File: src/rtl/bclk_pkg.sv
package bclk_pkg;

    typedef enum logic [1:0] {
        S_FROZEN = 2'd0,
        S_PARKED = 2'd1,
        S_DIVIDE = 2'd2,
        S_FOLLOW = 2'd3
    } bclk_state_e;

    // Width needed to hold a divider count up to n-1
    function automatic int unsigned cnt_width(input int unsigned n);
        return (n <= 1) ? 1 : $clog2(n);
    endfunction

endpackage

File: src/rtl/bclk_ext_sync.sv
module bclk_ext_sync #(
    parameter int unsigned STAGES = 2
) (
    input  logic clk,
    input  logic rst_n,
    input  logic async_in,
    output logic lvl,
    output logic rise
);
    logic [STAGES-1:0] chain;
    logic              prev;

    generate
        for (genvar g = 0; g < STAGES; g++) begin : g_stage
            if (g == 0) begin : g_first
                always_ff @(posedge clk) begin
                    if (!rst_n) chain[0] <= 1'b0;
                    else        chain[0] <= async_in;
                end
            end else begin : g_next
                always_ff @(posedge clk) begin
                    if (!rst_n) chain[g] <= 1'b0;
                    else        chain[g] <= chain[g-1];
                end
            end
        end
    endgenerate

    always_ff @(posedge clk) begin
        if (!rst_n) prev <= 1'b0;
        else        prev <= chain[STAGES-1];
    end

    assign lvl  = chain[STAGES-1];
    assign rise = chain[STAGES-1] & ~prev;

endmodule

File: src/rtl/bclk_prescaler.sv
module bclk_prescaler #(
    parameter int unsigned PM_W  = 8,
    parameter int unsigned FIX_W = 3
) (
    input  logic            clk,
    input  logic            rst_n,
    input  logic            run,
    input  logic            clear,
    input  logic [PM_W-1:0] pm_in,
    input  logic            x8_in,
    input  logic            half_in,
    output logic            term,
    output logic [PM_W-1:0] pm_l,
    output logic            x8_l,
    output logic            half_l
);
    logic [PM_W-1:0] pc;
    logic            pre;

    // Fixed pre-divider stage, present only when FIX_W > 0
    generate
        if (FIX_W > 0) begin : g_fix
            localparam logic [FIX_W-1:0] FIX_LAST = '1;
            logic [FIX_W-1:0] fc;
            always_ff @(posedge clk) begin
                if (!rst_n || clear) fc <= '0;
                else if (run)        fc <= x8_l ? fc + 1'b1 : '0;
            end
            assign pre = ~x8_l | (fc == FIX_LAST);
        end else begin : g_nofix
            assign pre = 1'b1;
        end
    endgenerate

    assign term = run & pre & (pc == pm_l);

    always_ff @(posedge clk) begin
        if (!rst_n) begin
            pc     <= '0;
            pm_l   <= '0;
            x8_l   <= 1'b0;
            half_l <= 1'b0;
        end else if (clear) begin
            pc     <= '0;
            pm_l   <= pm_in;
            x8_l   <= x8_in;
            half_l <= half_in;
        end else if (run && pre) begin
            if (pc == pm_l) begin
                pc     <= '0;
                pm_l   <= pm_in;
                x8_l   <= x8_in;
                half_l <= half_in;
            end else begin
                pc <= pc + 1'b1;
            end
        end
    end

endmodule

File: src/rtl/bclk_ctrl_fsm.sv
module bclk_ctrl_fsm
    import bclk_pkg::*;
(
    input  logic        clk,
    input  logic        rst_n,
    input  logic        clk_off,
    input  logic        run_req,
    input  logic        src_ext,
    input  logic        term,
    input  logic        half_l,
    input  logic        pin_invert,
    input  logic        idle_level,
    input  logic        ext_lvl,
    input  logic        ext_rise,
    output bclk_state_e state,
    output logic        tick,
    output logic        pin
);
    bclk_state_e state_nx;
    logic        phase;

    always_comb begin
        if (clk_off)       state_nx = S_FROZEN;
        else if (!run_req) state_nx = S_PARKED;
        else if (src_ext)  state_nx = S_FOLLOW;
        else               state_nx = S_DIVIDE;
    end

    // State register
    always_ff @(posedge clk) begin
        if (!rst_n) state <= S_PARKED;
        else        state <= state_nx;
    end

    // Output register
    always_ff @(posedge clk) begin
        if (!rst_n) begin
            tick  <= 1'b0;
            pin   <= 1'b0;
            phase <= 1'b0;
        end else begin
            unique case (state)
                S_FROZEN: begin
                    tick <= 1'b0;
                end
                S_PARKED: begin
                    tick  <= 1'b0;
                    pin   <= idle_level;
                    phase <= 1'b0;
                end
                S_DIVIDE: begin
                    if (term && half_l) begin
                        phase <= ~phase;
                        tick  <= ~phase;
                        pin   <= pin_invert ^ ~phase;
                    end else if (term) begin
                        phase <= 1'b0;
                        tick  <= 1'b1;
                        pin   <= ~pin_invert;
                    end else begin
                        tick <= 1'b0;
                        pin  <= pin_invert ^ (half_l & phase);
                    end
                end
                S_FOLLOW: begin
                    tick  <= ext_rise;
                    pin   <= pin_invert ^ ext_lvl;
                    phase <= 1'b0;
                end
                default: begin
                    tick <= 1'b0;
                end
            endcase
        end
    end

endmodule

File: src/rtl/bclk_gen.sv
module bclk_gen
    import bclk_pkg::*;
#(
    parameter int unsigned PM_W      = 8,
    parameter int unsigned FIX_W     = 3,
    parameter int unsigned SYNC_STGS = 2
) (
    input  logic            clk,
    input  logic            rst_n,
    input  logic            clk_off,
    input  logic            run_req,
    input  logic            src_ext,
    input  logic [PM_W-1:0] pm_ratio,
    input  logic            range_x8,
    input  logic            half_en,
    input  logic            pin_invert,
    input  logic            idle_level,
    input  logic            ext_bclk,
    output logic            tick,
    output logic            bclk_pin
);
    bclk_state_e     state;
    logic            term;
    logic [PM_W-1:0] pm_l;
    logic            x8_l;
    logic            half_l;
    logic            ext_lvl;
    logic            ext_rise;
    logic            div_run;
    logic            div_clear;

    assign div_run   = (state == S_DIVIDE);
    assign div_clear = (state == S_PARKED) || (state == S_FOLLOW);

    bclk_ext_sync #(.STAGES(SYNC_STGS)) u_sync (
        .clk      (clk),
        .rst_n    (rst_n),
        .async_in (ext_bclk),
        .lvl      (ext_lvl),
        .rise     (ext_rise)
    );

    bclk_prescaler #(.PM_W(PM_W), .FIX_W(FIX_W)) u_div (
        .clk     (clk),
        .rst_n   (rst_n),
        .run     (div_run),
        .clear   (div_clear),
        .pm_in   (pm_ratio),
        .x8_in   (range_x8),
        .half_in (half_en),
        .term    (term),
        .pm_l    (pm_l),
        .x8_l    (x8_l),
        .half_l  (half_l)
    );

    bclk_ctrl_fsm u_fsm (
        .clk        (clk),
        .rst_n      (rst_n),
        .clk_off    (clk_off),
        .run_req    (run_req),
        .src_ext    (src_ext),
        .term       (term),
        .half_l     (half_l),
        .pin_invert (pin_invert),
        .idle_level (idle_level),
        .ext_lvl    (ext_lvl),
        .ext_rise   (ext_rise),
        .state      (state),
        .tick       (tick),
        .pin        (bclk_pin)
    );

endmodule

File: config.mk
export PLATFORM = sky130hd
export DESIGN_NAME = bclk_gen
export DESIGN_NICKNAME = d
export VERILOG_FILES = /design/src/rtl/bclk_pkg.sv /design/src/rtl/bclk_ext_sync.sv /design/src/rtl/bclk_prescaler.sv /design/src/rtl/bclk_ctrl_fsm.sv /design/src/rtl/bclk_gen.sv
export SDC_FILE = /design/constraint.sdc
export NUM_CORES = 1
export LEC_CHECK = 0
export CAP_MARGIN = 10
export CORE_UTILIZATION = 50
export CTS_CLUSTER_DIAMETER = 80
export DETAILED_ROUTE_END_ITERATION = 16
export DONT_BUFFER_PORTS = 1
export PLACE_DENSITY = 0.68
export SETUP_SLACK_MARGIN = 0.15
export SLEW_MARGIN = 20
export SYNTH_ARGS = -nofsm -noshare
export SYNTH_HDL_FRONTEND = slang
export SYNTH_HIERARCHICAL = 1
export SYNTH_SLANG_ARGS = --single-unit
File: constraint.sdc
create_clock -name clk -period 2.5 [get_ports clk]
set_input_delay 0.25 -clock clk [delete_from_list [all_inputs] [get_ports clk]]
set_output_delay 0.25 -clock clk [all_outputs]
set_load 0.02 [all_outputs]
==> run metrics, run 1 <==
status=finished clean; setup slack, reg-to-reg=0.38 ns; num rows=19; CTS Buf Count=5; via count=1369; Port Buffers=0; post-synthesis sequential area ratio=37.00%; final net count=211; #FFs+latches synth=29; drt first pass iters=5; hold_sp=clk_off; worst min-delay path endpoint=u_fsm/state[0]$_SDFF_PN1_; Post-Route Utilization=59.69%; critical path arrival=2.34 ns; Crit Path Category=reg2reg; Syn Area/Cell=8.346 um^2; Cell variety after synth=33; RePlAce Congestion=0.8666; pin count of the biggest net entering global routing=41; crit path from=u_div/g_fix.fc[0]$_SDFFE_PP0P_; maximum clock insertion buffer count=2; worst reg-to-reg path cell count=8; fin crit share=84.74%; FF-to-FF End=u_fsm/pin$_SDFFE_PN0P_; Reg clk slew, reported paths=0.09 ns; Top FF cell, synth=dfxtp_1; Worst-Skew Late Latency=0.33 ns; share of layout cells above drive strength 1=11.52%; most common cell after layout, fill and taps aside=dfxtp_1; Post-synth EDFFs=0; post-DP HPWL=2273 um; vias in the first global route=1322; DR iter-0 viols=53; CTS tree=yes; critical path required time=2.72 ns; ys async rst share=0%; ANT nets after route=0; Area Growth Syn to Fin=8.532%; Hold Crit Depth=1; Syn. warnings=6; Slew Limit Fails=0; reg2reg start=u_div/g_fix.fc[0]$_SDFFE_PP0P_; postcts setup bufs=0; ANT cells=0; Fin Setup TNS=0 ns; Die X=58.02 um; die footprint=3366 um^2; die height=58.02 um; Post-Layout Inst Area=1703 um^2; # IOs=20; slew at the pin with the worst max-slew slack=0.2250 ns; HP Class=in2reg; CTS H-tree lvls=2; GRT Overall Usage=22.91%; Setup violations, final=0; initial core utilization=55.00%; DRC=0; RSZ-0062 raised after global routing=false; PwrDens=555.7 nW/um^2; Hold Violations, Final=0; most frequent cells in the layout=29 x dfxtp_1, 21 x nand2_1, 14 x nand3_1; Clk Tree Root Cell=clkbuf_4; post-synthesis net count=209; CTS Sinks=29; final wirelength=3366 um; Core ar.=2853 um^2; Peak VDD IR=0.3164 mV; CP Max Fanout=4; static leakage=0.6791 nW; first-pass GRT wire length=5823 um; f_max=0.4720 GHz; Min Clock Period, post-route=2.118 ns; Worst setup EP type=register; GRT overflow=0; Worst slew margin=84.98%; number of vias per cell=6.167; Startpoint Class=register; Post-Syn Area=1569 um^2; Mapped Cells=188; Routed wire per std cell=15.16 um; initial antenna violation count=0; Worst Skew=0.008792 ns; # Max-Cap Violations=0; DP Area=1613 um^2
timing repair:
| item | CTS | global route |
|---|---|---|
| hold buffers | 2 | 0 |
| resized for setup | 0 | 0 |
| endpoints found under the hold margin | 2 | 0 |
state kept, by name, summed over array words and instances (netlist names), 2 cells and up:
| signal | cells |
|---|---|
| u_div/g_fix.fc | 3 |
| u_div/pm_l | 8 |
| u_fsm/state | 2 |
| u_div/pc | 8 |
worst max path at each step:
stage	slack (ns)	to	cells after the start
after floorplan	0.15	u_fsm/pin$_SDFFE_PN0P_	11
after global placement	0.48	u_fsm/pin$_SDFFE_PN0P_	8
after detailed placement	0.40	u_fsm/pin$_SDFFE_PN0P_	8
after CTS	0.37	u_fsm/pin$_SDFFE_PN0P_	8
after global routing	0.27	u_fsm/pin$_SDFFE_PN0P_	8
final	0.38	u_fsm/pin$_SDFFE_PN0P_	8
layer usage:
metal	vias up	routed length [um]	global-route usage, %
met5	-	0	0
met4	0	26	8.503
met3	6	249	8.929
met2	51	1588	35.30
met1	625	1501	29.07
li1	687	-	-
Yosys cell counts, drive strengths merged, types with 2 or more instances:
cell | number | area share [%]
dfxtp | 29 | 37
nand2 | 21 | 5.0
nand3 | 14 | 4.5
and3 | 12 | 4.8
clkbuf | 11 | 2.6
o21ai | 11 | 3.5
a32oi | 10 | 5.6
or4 | 10 | 4.8
xnor2 | 9 | 5.0
nor2 | 8 | 1.9
a21oi | 7 | 2.2
xor2 | 7 | 3.9
and2 | 6 | 2.4
nand4 | 6 | 2.4
buf | 3 | 1.1
ha | 3 | 2.4
nand2b | 3 | 1.2
nor2b | 3 | 1.7
inv | 2 | 0.48
mux2 | 2 | 1.4
nor3 | 2 | 0.64
metrics by stage:
stage	cells	power, mW	hold slack, ns	worst slack, ns
4_1_cts	222	0.9525	0.008680	0.3739
2_1_floorplan	188	0.5990	0.3215	0.1493
6_report	222	0.9462	0.02296	0.3815
3_5_place_dp	212	0.6216	0.3388	0.3956
5_1_grt	222	0.9952	0.005809	0.2650
3_3_place_gp	212	0.6158	0.3262	0.4816
where the power goes:
part	total, mW	leakage [nW]	switching, mW	internal (mW)
Clock	0.332	0.0413	0.169	0.163
Sequential	0.500	0.237	0.0177	0.482
Combinational	0.114	0.400	0.0661	0.0481
final cells by class:
type,instances,area [um^2]
Fill cell,278,1150
Multi-Input combinational cell,143,933.4
Sequential cell,29,580.6
Timing Repair Buffer,9,72.57
Inverter,2,7.507
Clock buffer,7,65.06
Clock inverter,1,5.005
Tap cell,31,38.79
critical path, stage by stage (launching register included):
cell      delay, ns
dfxtp_1        0.35
ha_1           0.16
ha_1           0.14
nand2b_1       0.12
nand4_1        0.16
nor3_4         0.23
xnor2_1        0.16
mux2_2         0.35
o311a_1        0.35
cell families after synthesis:
family,count (synthesis),share of synthesized area [%]
simple gates,90,31.90
mux,2,1.435
compound gates,32,14.11
fa+ha+maj,3,2.393
buf+inv,16,4.226
xor+xnor,16,8.932
flops,29,37.00
No activity file was read; power rests on OpenSTA's default activity.
==> inputs of run 2 (changes only) <==
Clock period 2.5 ns to 1.8 ns, I/O delays scaled along.
==> run metrics, run 2 (synthesized netlist as in run 1, its figures left out) <==
Startpoint Class=register; vias in the first global route=1326; critical path arrival=2.20 ns; critical path required time=2.02 ns; # Max-Cap Violations=0; pin count of the biggest net entering global routing=36; RSZ-0062 raised after global routing=true; sequential share of power=54.8%; Internal=0.9140 mW; CTS H-tree lvls=2; post-DP HPWL=2171 um; ANT cells=0; Port Buffers=0; Reg clk slew, reported paths=0.09 ns; Peak VDD IR=0.5694 mV; Worst-Skew Late Latency=0.32 ns; switching share of power=27.69%; most frequent cells in the layout=27 x dfxtp_1, 21 x nand2_1, 19 x buf_4; Area Growth Syn to Fin=30.30%; fill count=218; HP Class=in2reg; final net count=233; top flop regs=u_div/pc: 8 flops, u_div/pm_l: 8 flops, u_div/g_fix.fc: 3 flops; CP Max Fanout=2; worst reg-to-reg path cell count=8; CTS Buf Count=5; Min Clock Period, post-route=1.978 ns; DR iter-0 viols=49; Hold Crit Depth=2; DRC=0; GRT Overall Usage=24.38%; met3 Use GR=7.366%; Core ar.=2853 um^2; met2 usage=35.96%; dpl cells=223; Post-Route Utilization=71.67%; Setup violations, final=20; switching pwr=0.3500 mW; Clk Tree Root Cell=clkbuf_4; Slew Limit Fails=0; Routed wire per std cell=15.02 um; share of layout cells above drive strength 1=29.11%; reg2reg start=u_div/g_fix.fc[1]$_SDFFE_PP0P_; Die X=58.02 um; crit path from=u_div/g_fix.fc[1]$_SDFFE_PP0P_; met1 Use GR=34.04%; drt first pass iters=4; PwrDens=618.2 nW/um^2; die footprint=3366 um^2; initial core utilization=55.00%; Crit Path Category=reg2reg; via count=1430; GRT overflow=0; f_max=0.5056 GHz; final worst setup slack=-0.1780 ns; number of vias per cell=5.861; die height=58.02 um; first-pass GRT wire length=6154 um; status=finished, violations left; non-filler cells in the finished layout=244; clock share of power=29.4%; num rows=19; static leakage=0.8566 nW; Worst slew margin=81.75%; final wirelength=3664 um; ANT nets after route=0; hold_sp=pm_ratio[4]; maximum clock insertion buffer count=2; failing checks=negative setup slack; CTS Sinks=29; Hold Violations, Final=0; setup slack, reg-to-reg=-0.18 ns; fin crit share=109.9%; most common cell after layout, fill and taps aside=dfxtp_1; initial antenna violation count=0; RePlAce Congestion=0.8129; Worst Skew=0.007906 ns; combinational power share=15.9%; FF-to-FF End=u_fsm/pin$_SDFFE_PN0P_; Worst setup EP type=register; GR peak layer=met2; worst min-delay path endpoint=u_div/pm_l[4]$_SDFFE_PN0P_; slew at the pin with the worst max-slew slack=0.2732 ns; CTS tree=yes; # IOs=20
run 2: cell count changes in the layout (fill, tap and decap cells not counted), moves of 5 or more:
cell and delta:
buf_4 +12, nand3_1 -5, nand3_2 +5, or4_1 -8, or4_4 +8
run 2: power by group through the flow:
stage / combinational, mW / clock, mW / sequential (mW)
after CTS: 0.184 / 0.383 / 0.692
after floorplan: 0.130 / 0 / 0.704
final: 0.200 / 0.371 / 0.692
after global placement: 0.154 / 0 / 0.706
after global routing: 0.220 / 0.411 / 0.696
after detailed placement: 0.160 / 0 / 0.706
run 2: stage by stage:
step                hold slack, ns  setup WS [ns]  cell area (um^2)  power (mW)  TNS [ns]
finish                     0.02060        -0.1780              2044       1.264    -2.018
global route              0.005842        -0.2671              2044       1.326    -3.349
CTS                       0.002799        -0.2205              1944       1.259   -0.7323
detailed placement          0.2537        -0.2488              1695      0.8659   -0.5510
global placement            0.2524        -0.1717              1695      0.8594   -0.1717
floorplan                   0.2515        -0.5477              1600      0.8336   -0.6589
run 2: per-layer routing:
layer  up-vias  wire length, um
met5         -                0
li1        732                -
met4         0               31
met1       657             1825
met3         5              176
met2        36             1631
run 2: final cells by class:
type / count / area (um^2) / area share (%)
multi-input cells: 143 / 1049 / 51.29
flip-flops and latches: 29 / 583.1 / 28.52
repair buffers: 31 / 317.8 / 15.54
clock buffers: 8 / 48.80 / 2.387
well taps: 31 / 38.79 / 1.897
inverters: 2 / 7.507 / 0.3672
run 2: repair_timing:
action	4_1_cts	5_1_grt
gates resized for setup	16	19
pin swaps	23	11
hold endpoints to repair	7	1
setup buffers	4	2
hold buffers	4	1
setup endpoints to repair	20	21
gates cloned	2	0
run 2: worst max path at each step:
stage	endpoint	cells after the start	slack [ns]
2_1_floorplan	u_fsm/pin$_SDFFE_PN0P_	11	-0.55
3_3_place_gp	u_fsm/pin$_SDFFE_PN0P_	8	-0.17
3_5_place_dp	u_fsm/pin$_SDFFE_PN0P_	8	-0.25
4_1_cts	u_fsm/pin$_SDFFE_PN0P_	8	-0.22
5_1_grt	u_fsm/pin$_SDFFE_PN0P_	8	-0.27
6_report	u_fsm/pin$_SDFFE_PN0P_	8	-0.18
run 2: worst max-delay path, cell delays in order, from the launching register on:
cell and delay (ns):
dfxtp_2 0.37, ha_4 0.15, ha_4 0.12, nand2b_4 0.11, nand4_1 0.16, nor3_4 0.19, xnor2_1 0.14, mux2_2 0.35
o311a_1 0.29
==> inputs of run 3 (changes only) <==
Settings changed: SETUP_SLACK_MARGIN 0.15 to 0.2, TNS_END_PERCENT set to 5.
==> run metrics, run 3 (synthesized netlist as in run 1, its figures left out) <==
final net count=227; Crit Path Category=reg2reg; f_max=0.5087 GHz; initial core utilization=55.00%; Internal=0.9013 mW; Worst slew margin=82.21%; sequential share of power=55.9%; Post-Route Utilization=65.04%; Peak VDD IR=0.4726 mV; instance count on the critical path=8; # Max-Cap Violations=0; Worst setup EP type=register; PwrDens=666.4 nW/um^2; # IOs=20; worst-path cell chain=ha_4 -> ha_4 -> nand2b_4 -> nand4_1 -> nor3_4 -> xnor2_1 -> mux2_2 -> o311a_1; Core ar.=2853 um^2; ANT cells=0; FF-to-FF End=u_fsm/pin$_SDFFE_PN0P_; die height=58.02 um; pin count of the biggest net entering global routing=36; crit path buf inv count=0; drt first pass iters=4; failing checks=negative setup slack; switching pwr=0.3352 mW; via count=1405; total power=1.236 mW; DR iter-0 viols=87; Reg clk slew, reported paths=0.09 ns; clock share of power=30.0%; static leakage=0.7469 nW; num rows=19; worst reg-to-reg path cell count=8; die footprint=3366 um^2; most common cell after layout, fill and taps aside=dfxtp_1; slew at the pin with the worst max-slew slack=0.2664 ns; pre-CTS setup slack=-0.2734 ns; top flop regs=u_div/pc: 8 flops, u_div/pm_l: 8 flops, u_div/g_fix.fc: 3 flops; RSZ-0062 raised after global routing=true; initial antenna violation count=0; CP peak stage delay=0.37 ns; CTS Buf Count=5; DP Area=1688 um^2; Startpoint Class=register; final wirelength=3466 um; Worst path most repeated cell=ha_4; worst min-delay path endpoint=u_div/pm_l[0]$_SDFFE_PN0P_; GRT Overall Usage=22.96%; first-pass GRT wire length=5802 um; share of layout cells above drive strength 1=18.36%; fin crit share=109.2%; RePlAce Congestion=0.8492; cell family with most CP delay=simple AND/OR/NAND/NOR gates; post-DP HPWL=2274 um; reg2reg start=u_div/g_fix.fc[1]$_SDFFE_PP0P_; Hold Violations, Final=0; most frequent cells in the layout=27 x dfxtp_1, 21 x nand2_1, 18 x buf_4; status=finished, violations left; final worst setup slack=-0.1658 ns; Clk Tree Root Cell=clkbuf_4; hold_sp=pm_ratio[0]; critical path arrival=2.19 ns; Worst Skew=0.007991 ns; Port Buffers=0; critical path required time=2.02 ns; crit path from=u_div/g_fix.fc[1]$_SDFFE_PP0P_; Fin Setup TNS=-0.2377 ns; Routed wire per std cell=14.56 um; Slew Limit Fails=0; Die X=58.02 um; combinational power share=14.1%; number of vias per cell=5.903; CTS Sinks=29; CP Max Fanout=2; ANT nets after route=0; maximum clock insertion buffer count=2; Post-Layout Inst Area=1856 um^2; HP Class=in2reg; DRC=0; Area Growth Syn to Fin=18.26%; GRT overflow=0; vias in the first global route=1266; Worst-Skew Late Latency=0.32 ns; CTS H-tree lvls=2; Min Clock Period, post-route=1.966 ns; Setup violations, final=2; setup slack, reg-to-reg=-0.17 ns; switching share of power=27.11%; CTS tree=yes; Worst path slowest cell=dfxtp_2; Hold Crit Depth=2
[run 3: cell types whose count changed in the layout (fill, tap and decap cells not counted), sizes merged]
cell,delta
buf,-5
bufbuf,-1
[run 3: what timing repair did]
action | in CTS | in global routing
endpoints found under the setup margin | 20 | 21
gates resized for setup | 9 | 1
endpoints found under the hold margin | 7 | 1
pin swaps | 5 | 3
setup buffers | 2 | 1
cloned | 0 | 0
hold buffers | 4 | 1
[run 3: power groups by stage]
| stage | logic [mW] | clock network (mW) | registers, mW |
|---|---|---|---|
| after floorplan | 0.128 | 0 | 0.704 |
| after global placement | 0.155 | 0 | 0.705 |
| after detailed placement | 0.161 | 0 | 0.705 |
| after CTS | 0.171 | 0.381 | 0.692 |
| after global routing | 0.195 | 0.420 | 0.695 |
| final | 0.174 | 0.370 | 0.692 |
[run 3: per-stage QoR]
step | hold slack [ns] | instances
2_1_floorplan | 0.2515 | 188
3_3_place_gp | 0.2522 | 222
3_5_place_dp | 0.2563 | 222
4_1_cts | 0.007375 | 236
5_1_grt | 0.004511 | 238
6_report | 0.01873 | 238
[run 3: worst max path at each step]
stage | end | slack [ns]
2_1_floorplan | u_fsm/pin$_SDFFE_PN0P_ | -0.55
3_3_place_gp | u_fsm/pin$_SDFFE_PN0P_ | -0.18
3_5_place_dp | u_fsm/pin$_SDFFE_PN0P_ | -0.27
4_1_cts | u_fsm/pin$_SDFFE_PN0P_ | -0.22
5_1_grt | u_fsm/pin$_SDFFE_PN0P_ | -0.25
6_report | u_fsm/pin$_SDFFE_PN0P_ | -0.17
[run 3: cell type report]
| class | count | area, um^2 |
|---|---|---|
| fillers | 243 | 997.2 |
| multi-input cells | 143 | 969.7 |
| flip-flops and latches | 29 | 583.1 |
| repair buffers | 25 | 207.7 |
| clock buffers | 8 | 48.80 |
| well taps | 31 | 38.79 |
| inverters | 2 | 7.507 |
[run 3: metal layers]
layer,global-route usage (%),up-vias,routed length (um)
li1,-,719,-
met4,6.122,0,39
met3,7.813,6,208
met1,32.54,640,1666
met2,33.33,40,1551
met5,0,-,0
[run 3: worst reg2reg max path, cell delays in order, from the launching register on]
cell	delay (ns)
dfxtp_2	0.37
ha_4	0.14
ha_4	0.12
nand2b_4	0.11
nand4_1	0.15
nor3_4	0.19
xnor2_1	0.15
mux2_2	0.35
o311a_1	0.28
